[config.mk]
export PLATFORM = sky130hd
export DESIGN_NAME = spi_attn_slave
export DESIGN_NICKNAME = d
export VERILOG_FILES = /design/src/rtl/spi_attn_pkg.sv /design/src/rtl/spi_pin_sync.sv /design/src/rtl/spi_shift_core.sv /design/src/rtl/spi_tx_feed.sv /design/src/rtl/spi_attn_slave.sv
export SDC_FILE = /design/constraint.sdc
export NUM_CORES = 1
export LEC_CHECK = 0
export BUFFER_PORTS_ARGS = -buffer_cell sky130_fd_sc_hd__buf_2
export CORE_AREA = 4 4 54 81
export DETAILED_ROUTE_END_ITERATION = 12
export DIE_AREA = 0 0 58 85
export PLACE_DENSITY = 0.75
export SYNTH_ARGS = -nofsm -noshare
export SYNTH_HDL_FRONTEND = slang
export SYNTH_SLANG_ARGS = --single-unit
[constraint.sdc]
create_clock -name clk -period 1.8 [get_ports clk]
set_clock_uncertainty 0.15 [all_clocks]
set_input_delay 0.36 -clock clk [delete_from_list [all_inputs] [get_ports clk]]
set_output_delay 0.36 -clock clk [all_outputs]
set_load 0.02 [all_outputs]
[src/rtl/spi_attn_pkg.sv]
package spi_attn_pkg;
  // index of each pin inside the synchroniser bundle
  typedef enum int unsigned {
    PIN_SCLK = 0,
    PIN_SSEL = 1,
    PIN_MOSI = 2
  } pin_idx_e;

  localparam int unsigned NUM_PINS = 3;
  localparam int unsigned SYNC_DEPTH_DEF = 2;

  // reset levels of the synchronised pins: clock low, select high, data low
  localparam logic [NUM_PINS-1:0] PIN_RST = 3'b010;
endpackage

[src/rtl/spi_pin_sync.sv]
module spi_pin_sync #(
  parameter int unsigned W = 3,
  parameter int unsigned STAGES = 2,
  parameter logic [W-1:0] RST_VAL = '0
) (
  input  logic         clk,
  input  logic         rst_n,
  input  logic [W-1:0] d,
  output logic [W-1:0] q
);
  for (genvar b = 0; b < W; b++) begin : g_bit
    logic [STAGES-1:0] chain;
    always_ff @(posedge clk or negedge rst_n) begin
      if (!rst_n) chain <= {STAGES{RST_VAL[b]}};
      else        chain <= {chain[STAGES-2:0], d[b]};
    end
    assign q[b] = chain[STAGES-1];
  end
endmodule

[src/rtl/spi_shift_core.sv]
module spi_shift_core #(
  parameter int unsigned DATA_W = 8
) (
  input  logic              clk,
  input  logic              rst_n,
  input  logic              sclk_s,
  input  logic              ssel_n_s,
  input  logic              mosi_s,
  input  logic [DATA_W-1:0] load_data,
  output logic [DATA_W-1:0] rx_data,
  output logic              rx_valid,
  output logic              miso,
  output logic              active,
  output logic              byte_done,
  output logic              load_evt
);
  localparam int unsigned CW = $clog2(DATA_W);
  localparam logic [CW-1:0] LAST = CW'(DATA_W - 1);

  function automatic logic [CW-1:0] next_cnt(input logic [CW-1:0] c);
    return (c == LAST) ? '0 : c + 1'b1;
  endfunction

  function automatic logic [DATA_W-1:0] shift_in(input logic [DATA_W-1:0] r,
                                                 input logic b);
    return {r[DATA_W-2:0], b};
  endfunction

  logic sclk_d, ssel_n_d;
  logic sclk_rise, sclk_fall, sel_fall;
  logic [CW-1:0] cnt;
  logic [DATA_W-1:0] rx_sh, tx_sh;

  always_ff @(posedge clk or negedge rst_n) begin
    if (!rst_n) begin
      sclk_d   <= 1'b0;
      ssel_n_d <= 1'b1;
    end else begin
      sclk_d   <= sclk_s;
      ssel_n_d <= ssel_n_s;
    end
  end

  assign active    = ~ssel_n_s;
  assign sclk_rise = active & sclk_s & ~sclk_d;
  assign sclk_fall = active & ~sclk_s & sclk_d;
  assign sel_fall  = ssel_n_d & ~ssel_n_s;
  assign byte_done = sclk_rise & (cnt == LAST);
  assign load_evt  = sel_fall | (sclk_fall & (cnt == '0));

  always_ff @(posedge clk or negedge rst_n) begin
    if (!rst_n) cnt <= '0;
    else if (!active) cnt <= '0;
    else if (sclk_rise) cnt <= next_cnt(cnt);
  end

  always_ff @(posedge clk or negedge rst_n) begin
    if (!rst_n) begin
      rx_sh    <= '0;
      rx_data  <= '0;
      rx_valid <= 1'b0;
    end else begin
      rx_valid <= byte_done;
      if (sclk_rise) rx_sh <= shift_in(rx_sh, mosi_s);
      if (byte_done) rx_data <= shift_in(rx_sh, mosi_s);
    end
  end

  always_ff @(posedge clk or negedge rst_n) begin
    if (!rst_n) tx_sh <= '1;
    else if (load_evt) tx_sh <= load_data;
    else if (sclk_fall) tx_sh <= shift_in(tx_sh, 1'b1);
  end

  assign miso = tx_sh[DATA_W-1];


  cnt_clear_chk: assert property (@(posedge clk) disable iff (!rst_n)
    !active |=> (cnt == '0));

  rx_pulse_chk: assert property (@(posedge clk) disable iff (!rst_n)
    rx_valid |=> !rx_valid);

  miso_hold_chk: assert property (@(posedge clk) disable iff (!rst_n)
    (!load_evt && !sclk_fall) |=> $stable(miso));
endmodule

[src/rtl/spi_tx_feed.sv]
module spi_tx_feed #(
  parameter int unsigned DATA_W = 8,
  parameter logic [DATA_W-1:0] FILL = '1
) (
  input  logic              clk,
  input  logic              rst_n,
  input  logic              active,
  input  logic              load_evt,
  input  logic              byte_done,
  input  logic [DATA_W-1:0] tx_data,
  input  logic              tx_valid,
  output logic              tx_ready,
  output logic [DATA_W-1:0] load_data,
  output logic              attn_n
);
  logic hold_v, in_flight;
  logic [DATA_W-1:0] hold_d;
  logic accept, pop;

  assign tx_ready  = ~hold_v;
  assign accept    = tx_valid & ~hold_v;
  assign pop       = load_evt & hold_v;
  assign load_data = hold_v ? hold_d : FILL;

  always_ff @(posedge clk or negedge rst_n) begin
    if (!rst_n) begin
      hold_v <= 1'b0;
      hold_d <= '0;
    end else if (pop) begin
      hold_v <= 1'b0;
    end else if (accept) begin
      hold_v <= 1'b1;
      hold_d <= tx_data;
    end
  end

  always_ff @(posedge clk or negedge rst_n) begin
    if (!rst_n) in_flight <= 1'b0;
    else if (load_evt) in_flight <= hold_v;
    else if (byte_done || !active) in_flight <= 1'b0;
  end

  assign attn_n = ~(hold_v | in_flight);


  attn_on_accept_chk: assert property (@(posedge clk) disable iff (!rst_n)
    accept |=> !attn_n);

  ready_after_pop_chk: assert property (@(posedge clk) disable iff (!rst_n)
    pop |=> tx_ready);
endmodule

[src/rtl/spi_attn_slave.sv]
module spi_attn_slave
  import spi_attn_pkg::*;
#(
  parameter int unsigned DATA_W = 8,
  parameter int unsigned SYNC_DEPTH = SYNC_DEPTH_DEF,
  parameter logic [DATA_W-1:0] FILL = '1
) (
  input  logic              clk,
  input  logic              rst_n,
  input  logic              sclk_i,
  input  logic              ssel_n_i,
  input  logic              mosi_i,
  output logic              miso_o,
  output logic              miso_oe_o,
  output logic              attn_n_o,
  output logic [DATA_W-1:0] rx_data_o,
  output logic              rx_valid_o,
  input  logic [DATA_W-1:0] tx_data_i,
  input  logic              tx_valid_i,
  output logic              tx_ready_o
);
  logic [NUM_PINS-1:0] pins_raw, pins_s;
  logic active, byte_done, load_evt;
  logic [DATA_W-1:0] load_data;

  always_comb begin
    pins_raw           = '0;
    pins_raw[PIN_SCLK] = sclk_i;
    pins_raw[PIN_SSEL] = ssel_n_i;
    pins_raw[PIN_MOSI] = mosi_i;
  end

  spi_pin_sync #(.W(NUM_PINS), .STAGES(SYNC_DEPTH), .RST_VAL(PIN_RST)) u_sync (
    .clk(clk), .rst_n(rst_n), .d(pins_raw), .q(pins_s));

  spi_shift_core #(.DATA_W(DATA_W)) u_core (
    .clk(clk), .rst_n(rst_n),
    .sclk_s(pins_s[PIN_SCLK]), .ssel_n_s(pins_s[PIN_SSEL]), .mosi_s(pins_s[PIN_MOSI]),
    .load_data(load_data), .rx_data(rx_data_o), .rx_valid(rx_valid_o),
    .miso(miso_o), .active(active), .byte_done(byte_done), .load_evt(load_evt));

  spi_tx_feed #(.DATA_W(DATA_W), .FILL(FILL)) u_feed (
    .clk(clk), .rst_n(rst_n), .active(active), .load_evt(load_evt),
    .byte_done(byte_done), .tx_data(tx_data_i), .tx_valid(tx_valid_i),
    .tx_ready(tx_ready_o), .load_data(load_data), .attn_n(attn_n_o));

  assign miso_oe_o = active;


  oe_idle_chk: assert property (@(posedge clk) disable iff (!rst_n)
    load_evt |-> miso_oe_o);
endmodule

==> qor.txt, run 1 <==
YOSYS
-----------------------------------------------------------------------------------------------
Post-Synthesis Net Count                                                                    162
Leading register cell type out of synthesis                                             dfrtp_1
Post-synthesis cell count                                                                   145
Yosys top cell by area                                                                  dfrtp_1
Leading cell types by count after synthesis                                        34 x dfrtp_1, 15 x mux2_2, 12 x nand2_1
Cell with the most instances after synthesis                                            dfrtp_1
Area fraction of the dominant cell type after synthesis                                  43.15%
Most area-consuming cells after synthesis                                          dfrtp_1 43%, dfstp_2 15%, mux2_2 8.6%
Yosys cell types                                                                             33
Async set-reset flop share out of synthesis                                              100.0%
Mean area per synthesized cell                                                      13.60 sq um
Fraction of the yosys area taken by sequential cells                                     57.80%
Post-Syn Area                                                                        1972 sq um
Number of flops mapped to enable cells by yosys                                               0
Count of warnings emitted by yosys                                                            0
Number of register bits inferred by synthesis                                                45

FLOORPLANNING
-----------------------------------------------------------------------------------------------
Site row count                                                                               27
Die height                                                                           85 microns
Die Area                                                                             4930 sq um
I/O pins                                                                                     27
Horizontal die dimension                                                             58 microns
Core ar.                                                                             3649 sq um
Initial standard-cell utilization of the core                                            54.05%

TIMING
-----------------------------------------------------------------------------------------------
Number of endpoints with negative hold slack in the final report                              0
Number of setup violations in the final report                                                0
Pin slew with the least headroom to its limit                                         0.4054 ns
Total count of max-transition violations in the final report                                  0
Fin Hold WS                                                                          0.01386 ns
Period minus WS final                                                                  1.734 ns
Achievable clock frequency                                                            576.6 MHz
Worst max-slew margin expressed relative to the limit                                    72.95%
Share of the clock period used by the worst path after layout                            96.36%
Unrepaired setup endpoints after global routing                                              no

ROUTE
-----------------------------------------------------------------------------------------------
Total via count after detailed routing                                                     1246
Final routed DRC violation total                                                              0
Vias per cell                                                                             5.489
Count of antenna-violating nets left after detailed routing                                   0
1st-pass router iterations                                                                    5
Average wire per cell in the routed design                                         16.77 microns
Number of design-rule violations left by the first detailed-router iteration                 56
Final WL                                                                           3807 microns

GLOBAL ROUTE
-----------------------------------------------------------------------------------------------
GR Overflow Total                                                                             0
Largest net degree at the start of global routing                                            46
Vias in the first global route                                                             1384
First-pass GRT wire length                                                         6582 microns
Global-route usage over all layers                                                       17.42%
Antenna violations before repair                                                              0

PLACEMENT
-----------------------------------------------------------------------------------------------
Cell Area, Placed                                                                    2183 sq um
GPL Wtd Cong                                                                             0.7485
Placed Cells                                                                                215
Port Buffer Count                                                                            26
Half-perimeter wire length of the detailed placement result                        2663 microns

CLOCKING
-----------------------------------------------------------------------------------------------
Clock insertion delay at the later pin of the skew report                               0.29 ns
Clock Sink Count                                                                             45
Number of buffers added by the clock tree synthesis step                                      5
CTS tree                                                                                  built
Clock root buffer                                                                      clkbuf_8
Total number of H-tree levels                                                                 2
Clock input transition at the sequential cells of the worst setup and hold paths        0.08 ns
CTS Buffer Depth                                                                              2

WORST SETUP PATH
-----------------------------------------------------------------------------------------------
Number of buffers and inverters on the critical path                                          3
CP top delay family                                                                  flip-flops
Crit path max fanout                                                                         14
Required @ worst endpoint                                                               1.29 ns
Start-to-end type of the worst setup path                                               reg2out
Crit start category                                                                   flip-flop
Peak per-stage delay on the critical path                                               0.57 ns
CP Cell Sequence                                                                   buf_12 > inv_1 > buf_2
Kind of end point of the critical path                                               output pin
CP Data Arrival Time                                                                    1.22 ns
Slowest-stage cell, CP                                                                  dfstp_2

CELLS AND AREA
-----------------------------------------------------------------------------------------------
Cell area after layout                                                               2330 sq um
Total area of multi-input combinational cells                                       780.7 sq um
Number of standard cells in the layout, taps in and fillers out                             227
Share of post-route cells with drive strength above 1                                    47.28%
Area taken by flip-flops and latches                                                 1140 sq um
Number of fillers in the final layout                                                       287
Area Overhead vs Synth                                                                   18.15%
Layout Nets                                                                                 200
Number of antenna diodes                                                                      0

RUN STATUS
-----------------------------------------------------------------------------------------------
Status                                                                             complete, no violations

POWER AND IR DROP
-----------------------------------------------------------------------------------------------
Power density over cell area                                                       1062 nW/um^2
Leakage dissipation                                                                    1.091 nW
Final Power                                                                            2.473 mW
Worst VDD drop                                                                      0.0007129 V

HOLD PATH
-----------------------------------------------------------------------------------------------
Tightest Hold Check Type                                                                 in2reg

JOB
-----------------------------------------------------------------------------------------------
Max Cap Viol                                                                                  0

-- kinds of logic (layout without fill, tap and decap cells) --
group	Yosys count	after routing	synth area share, %
adders and majority gates	3	3	1.904
AOI/OAI and AO/OA	22	22	8.186
DFF	45	45	57.80
and+or+nand+nor	40	40	14.09
buffers and inverters	11	50	2.855
muxes	24	24	15.17
-- state kept, by name, summed over array words and instances (netlist names) --
signal / count
u_core.rx_valid: 1
u_feed.in_flight: 1
u_feed.hold_d: 8
u_core.tx_sh: 8
u_core.rx_sh: 7
u_sync.g_bit.chain: 6
u_core.ssel_n_d: 1
u_feed.hold_v: 1
u_core.sclk_d: 1
u_core.cnt: 3
u_core.rx_data: 8
-- placed cells by master (no fill, tap or decap), types with 6 or more instances in the layout --
cell      Yosys  layout
clkbuf_8      0       6
buf_4         0       7
a221o_1       7       7
mux2_4        8       8
dfstp_2      11      11
nand2_1      12      12
mux2_2       15      15
o21ai_0       7       7
nand2b_1      9       9
dfrtp_1      34      34
buf_2         2      26
-- worst reg2reg max path, cell delays in order, from the launching register on --
cell,delay (ns)
dfrtp_1,0.37
ha_1,0.18
ha_1,0.19
and4bb_4,0.40
mux2_4,0.33
-- final cells by class --
class | count | share of cell area, %
inverter | 5 | 0.8056
timing repair buffer | 37 | 10.42
sequential | 45 | 48.93
multi-input combinational | 89 | 33.51
tap | 43 | 2.309
clock buffer | 7 | 3.706
clock inverter | 1 | 0.3222
-- power breakdown --
| part | internal (mW) | switching (mW) |
|---|---|---|
| registers | 1.24 | 0.147 |
| clock network | 0.312 | 0.321 |
| logic | 0.260 | 0.195 |
| total | 1.81 | 0.664 |
-- stage by stage --
step | worst slack, ns | TNS, ns | util [%]
after floorplan | 0.1348 | 0 | -
after global placement | -0.06198 | -0.4888 | 59.84
after detailed placement | -0.1669 | -1.371 | 59.84
after CTS | 0.03576 | 0 | 63.20
after global routing | 0.004368 | 0 | 63.85
final | 0.06559 | 0 | 63.85
-- repair_timing --
action                                 CTS  global route
pin swaps                                0             1
setup endpoints to repair               10             7
hold buffers                             1             1
endpoints found under the hold margin   34             1
buffers inserted                         1             1
gates resized for setup                  4             2
cloned                                   0             0
-- routing by layer --
| layer | GRT usage, % | vias to the layer above | share of wire [%] |
|---|---|---|---|
| li1 | - | 581 | - |
| met1 | 19.70 | 622 | 38 |
| met2 | 29.63 | 33 | 54 |
| met3 | 4.718 | 10 | 4.6 |
| met4 | 8.439 | 0 | 3.2 |
| met5 | 0 | - | 0 |
-- final timing paths --
path                       slack, ns  cells after the start                     start                       end
max reg2reg                     0.07                      4             u_core.cnt[1]         u_core.rx_data[6]
min                             0.01                      1                    mosi_i  u_sync.g_bit[2].chain[0]
max in group asynchronous       0.80                      3                     rst_n  u_sync.g_bit[1].chain[1]
min in group asynchronous       0.43                      3                     rst_n          u_feed.in_flight
min reg2reg                     0.20                      0  u_sync.g_bit[0].chain[0]  u_sync.g_bit[0].chain[1]
max                             0.07                      3  u_sync.g_bit[1].chain[1]                 miso_oe_o
(Power assumes the default switching activity.)
==> inputs of run 2 (changes only) <==
Settings changed: CORE_AREA 4 4 54 81 to 4 4 54 80, DIE_AREA 0 0 58 85 to 0 0 58 84, MAX_ROUTING_LAYER set to met4, PLACE_DENSITY 0.75 to 0.74, SYNTH_HIERARCHICAL set to 1.
==> qor.txt, run 2 <==
RUN STATUS
-----------------------------------------------------------------------------------------------------
Status                                                                                   complete, no violations   unchanged

YOSYS
-----------------------------------------------------------------------------------------------------
Area fraction of the dominant cell type after synthesis                                        44.04%   was 43.15%
Leading register cell type out of synthesis                                                   dfrtp_1   unchanged
Post-Syn Area                                                                              1932 sq um   was 1972 sq um
Synthesized-area fraction occupied by xor and xnor cells                                           0%   unchanged
Cell with the most instances after synthesis                                                  dfrtp_1   unchanged
Post-Synthesis Net Count                                                                          153   was 162
Multiplexer area fraction after synthesis                                                      21.18%   was 15.16%
Yosys cell types                                                                                   26   was 33
Number of register bits inferred by synthesis                                                      45   unchanged
Compound-Gate Fraction of Synth Area                                                           4.275%   was 8.185%
Yosys top cell by area                                                                        dfrtp_1   unchanged
Post-synthesis cell count                                                                         136   was 145
Most area-consuming cells after synthesis                                                dfrtp_1 44%, dfstp_2 15%, mux2_4 12%   was dfrtp_1 43%, dfstp_2 15%, mux2_2 8.6%
Mean area per synthesized cell                                                            14.20 sq um   was 13.60 sq um
Post-synthesis share of cell area spent on full adders, half adders and majority gates         1.943%   was 1.904%
Main combinational cell family by area after synthesis                                   multiplexers   unchanged
Async set-reset flop share out of synthesis                                                    100.0%   unchanged
Leading cell types by count after synthesis                                              34 x dfrtp_1, 16 x mux2_4, 11 x dfstp_2   was 34 x dfrtp_1, 15 x mux2_2, 12 x nand2_1
Count of warnings emitted by yosys                                                                  6   was 0
Fraction of the mapped netlist area in simple logic gates                                      8.614%   was 14.09%
Fraction of the yosys area taken by sequential cells                                           59.00%   was 57.80%
Number of flops mapped to enable cells by yosys                                                     0   unchanged

CLOCKING
-----------------------------------------------------------------------------------------------------
Clock root buffer                                                                            clkbuf_8   unchanged
CTS Buffer Depth                                                                                    2   unchanged
CTS tree                                                                                        built   unchanged
Number of buffers added by the clock tree synthesis step                                            5   unchanged
Clock input transition at the sequential cells of the worst setup and hold paths              0.09 ns   was 0.08 ns
Setup bufs post-CTS                                                                                 0   was 1
Clock insertion delay at the later pin of the skew report                                     0.30 ns   was 0.29 ns
Clock Sink Count                                                                                   45   unchanged
Total number of H-tree levels                                                                       2   unchanged

PLACEMENT
-----------------------------------------------------------------------------------------------------
Port Buffer Count                                                                                  26   unchanged
GPL Wtd Cong                                                                                   0.7023   was 0.7485
Half-perimeter wire length of the detailed placement result                              2220 microns   was 2663 microns
Pre-CTS setup slack                                                                         0.1538 ns   was -0.1669 ns
Placed Cells                                                                                      203   was 215

CELLS AND AREA
-----------------------------------------------------------------------------------------------------
Leading cell types in the layout, fill and taps excluded                                 34 x dfrtp_1, 26 x buf_2, 16 x mux2_4, 11 x dfstp_2   was 34 x dfrtp_1, 26 x buf_2, 15 x mux2_2, 12 x nand2_1, 11 x dfstp_2
Share of post-route cells with drive strength above 1                                          43.53%   was 47.28%
Number of standard cells in the layout, taps in and fillers out                                   213   was 227
Layout Nets                                                                                       186   was 200
Total area of multi-input combinational cells                                             695.7 sq um   was 780.7 sq um
Share of the core filled with cells                                                            60.94%   was 63.85%
Number of antenna diodes                                                                            0   unchanged
Number of fillers in the final layout                                                             312   was 287
Area Overhead vs Synth                                                                         15.09%   was 18.15%
Leading cell type in the layout, fill and taps excluded                                       dfrtp_1   unchanged
Biggest regs                                                                             u_core/rx_data x8, u_core/tx_sh x8, u_feed/hold_d x8   was u_core.rx_data x8, u_core.tx_sh x8, u_feed.hold_d x8
Area taken by flip-flops and latches                                                       1140 sq um   unchanged

HOLD PATH
-----------------------------------------------------------------------------------------------------
Tightest Hold Check Type                                                                       in2reg   unchanged
Endpoint with the worst hold slack                                                       u_sync/g_bit[0].chain[0]   was u_sync.g_bit[2].chain[0]
Worst Hold Depth                                                                                    1   unchanged
Launch instance of the worst min-delay path                                                    sclk_i   was mosi_i

JOB
-----------------------------------------------------------------------------------------------------
Max Cap Viol                                                                                        0   unchanged

TIMING
-----------------------------------------------------------------------------------------------------
Pin slew with the least headroom to its limit                                               0.5354 ns   was 0.4054 ns
Unrepaired setup endpoints after global routing                                                    no   unchanged
Share of the clock period used by the worst path after layout                                  96.07%   was 96.36%
Aggregate negative setup slack                                                                   0 ns   unchanged
Number of endpoints with negative hold slack in the final report                                    0   unchanged
Fin Hold WS                                                                               0.008759 ns   was 0.01386 ns
Number of setup violations in the final report                                                      0   unchanged
Period minus WS final                                                                        1.729 ns   was 1.734 ns
Achievable clock frequency                                                                  578.3 MHz   was 576.6 MHz
Worst max-slew margin expressed relative to the limit                                          64.31%   was 72.95%
Total count of max-transition violations in the final report                                        0   unchanged
Final Worst Setup Slack                                                                    0.07080 ns   was 0.06559 ns

WORST SETUP PATH
-----------------------------------------------------------------------------------------------------
CP Data Arrival Time                                                                          1.22 ns   about the same
Capturing point of the worst reg2reg path                                                u_core/rx_data[7]   was u_core.rx_data[6]
Worst R2R Setup Slack                                                                         0.14 ns   was 0.07 ns
Number of cells on the worst reg-to-reg path                                                        4   unchanged
Peak per-stage delay on the critical path                                                     0.64 ns   was 0.57 ns
Crit start category                                                                         flip-flop   unchanged
CP top delay family                                                                        flip-flops   unchanged
Kind of end point of the critical path                                                     output pin   unchanged
Required @ worst endpoint                                                                     1.29 ns   about the same
Slowest-stage cell, CP                                                                        dfstp_2   unchanged
Crit path max fanout                                                                                6   was 14
Start-to-end type of the worst setup path                                                     reg2out   unchanged
CP Cell Sequence                                                                         inv_1 > buf_2   was buf_12 > inv_1 > buf_2
Number of buffers and inverters on the critical path                                                2   was 3
Reg2reg start                                                                            u_core/sclk_d   was u_core.cnt[1]

POWER AND IR DROP
-----------------------------------------------------------------------------------------------------
Worst VDD drop                                                                            0.0008511 V   was 0.0007129 V
Power density over cell area                                                             1204 nW/um^2   was 1062 nW/um^2
Leakage dissipation                                                                          1.080 nW   was 1.091 nW

GLOBAL ROUTE
-----------------------------------------------------------------------------------------------------
Vias in the first global route                                                                   1122   was 1384
Global-route usage over all layers                                                             14.16%   was 17.42%
Largest net degree at the start of global routing                                                  46   unchanged
Antenna violations before repair                                                                    0   unchanged
First-pass GRT wire length                                                               5119 microns   was 6582 microns
GR Overflow Total                                                                                   0   unchanged

FLOORPLANNING
-----------------------------------------------------------------------------------------------------
Initial standard-cell utilization of the core                                                  52.95%   was 54.05%
Horizontal die dimension                                                                   58 microns   unchanged
Core ar.                                                                                   3649 sq um   unchanged
Site row count                                                                                     27   unchanged
Die Area                                                                                   4872 sq um   was 4930 sq um
I/O pins                                                                                           27   unchanged
Die height                                                                                 84 microns   was 85 microns

ROUTE
-----------------------------------------------------------------------------------------------------
Number of design-rule violations left by the first detailed-router iteration                       11   was 56
Count of antenna-violating nets left after detailed routing                                         0   unchanged
Average wire per cell in the routed design                                               14.10 microns   was 16.77 microns
1st-pass router iterations                                                                          4   was 5
Final WL                                                                                 3004 microns   was 3807 microns
Vias per cell                                                                                   5.047   was 5.489
Total via count after detailed routing                                                           1075   was 1246
Final routed DRC violation total                                                                    0   unchanged

==> run 2: cell type report <==
class	count	area share, %
Clock inverter	2	1.688
Sequential cell	45	51.27
Clock buffer	6	3.714
Tap cell	43	2.420
Inverter	5	0.8441
Timing Repair Buffer	34	8.779
Multi-Input combinational cell	78	31.29
==> run 2: logic make-up after synthesis <==
family / Yosys count
adders and majority gates: 3
AOI/OAI and AO/OA: 13
buffers and inverters: 13
DFF: 45
muxes: 32
and+or+nand+nor: 30
==> run 2: stage by stage <==
step	power, mW	cell area (sq um)
2_1_floorplan	1.759	1932
3_3_place_gp	1.870	2083
3_5_place_dp	1.912	2083
4_1_cts	2.721	2223
5_1_grt	2.833	2223
6_report	2.678	2223
==> run 2: per-layer routing <==
layer  GRT usage [%]  share of wire, %  routed length [microns]  vias up
li1                -                 -                        -      517
met1           15.09                38                     1134      523
met2           23.77                54                     1621       30
met3           4.489               6.2                      186        5
met4           5.696               2.0                       61        0
met5               -                 0                        0        -
==> run 2: timing repair <==
action,CTS,global route
gates resized for setup,0,0
hold endpoints to repair,35,0
hold buffers,2,0
==> run 2: where the power goes <==
part / switching [mW] / leakage, nW / internal, mW / total, mW
Sequential: 0.129 / 0.545 / 1.25 / 1.38
Clock: 0.346 / 0.0574 / 0.451 / 0.797
Combinational: 0.208 / 0.477 / 0.288 / 0.497
Total: 0.684 / 1.08 / 1.99 / 2.68
==> run 2: worst reg2reg max path, delay by kind of cell, from the launching register on <==
family	cells	cell delay (ns)
flops	1	0.39
mux	1	0.32
simple gates	3	0.68
==> run 2: worst max path at each step <==
stage | from | endpoint | slack (ns) | cells after the start
after floorplan | u_core/sclk_d | u_core/rx_data[0] | 0.21 | 6
after global placement | u_core/sclk_d | u_core/rx_data[7] | 0.22 | 4
after detailed placement | u_core/sclk_d | u_core/rx_data[5] | 0.15 | 4
after CTS | u_sync/g_bit[1].chain[1] | miso_oe_o | 0.05 | 2
after global routing | u_sync/g_bit[1].chain[1] | miso_oe_o | 0.01 | 2
final | u_sync/g_bit[1].chain[1] | miso_oe_o | 0.07 | 2
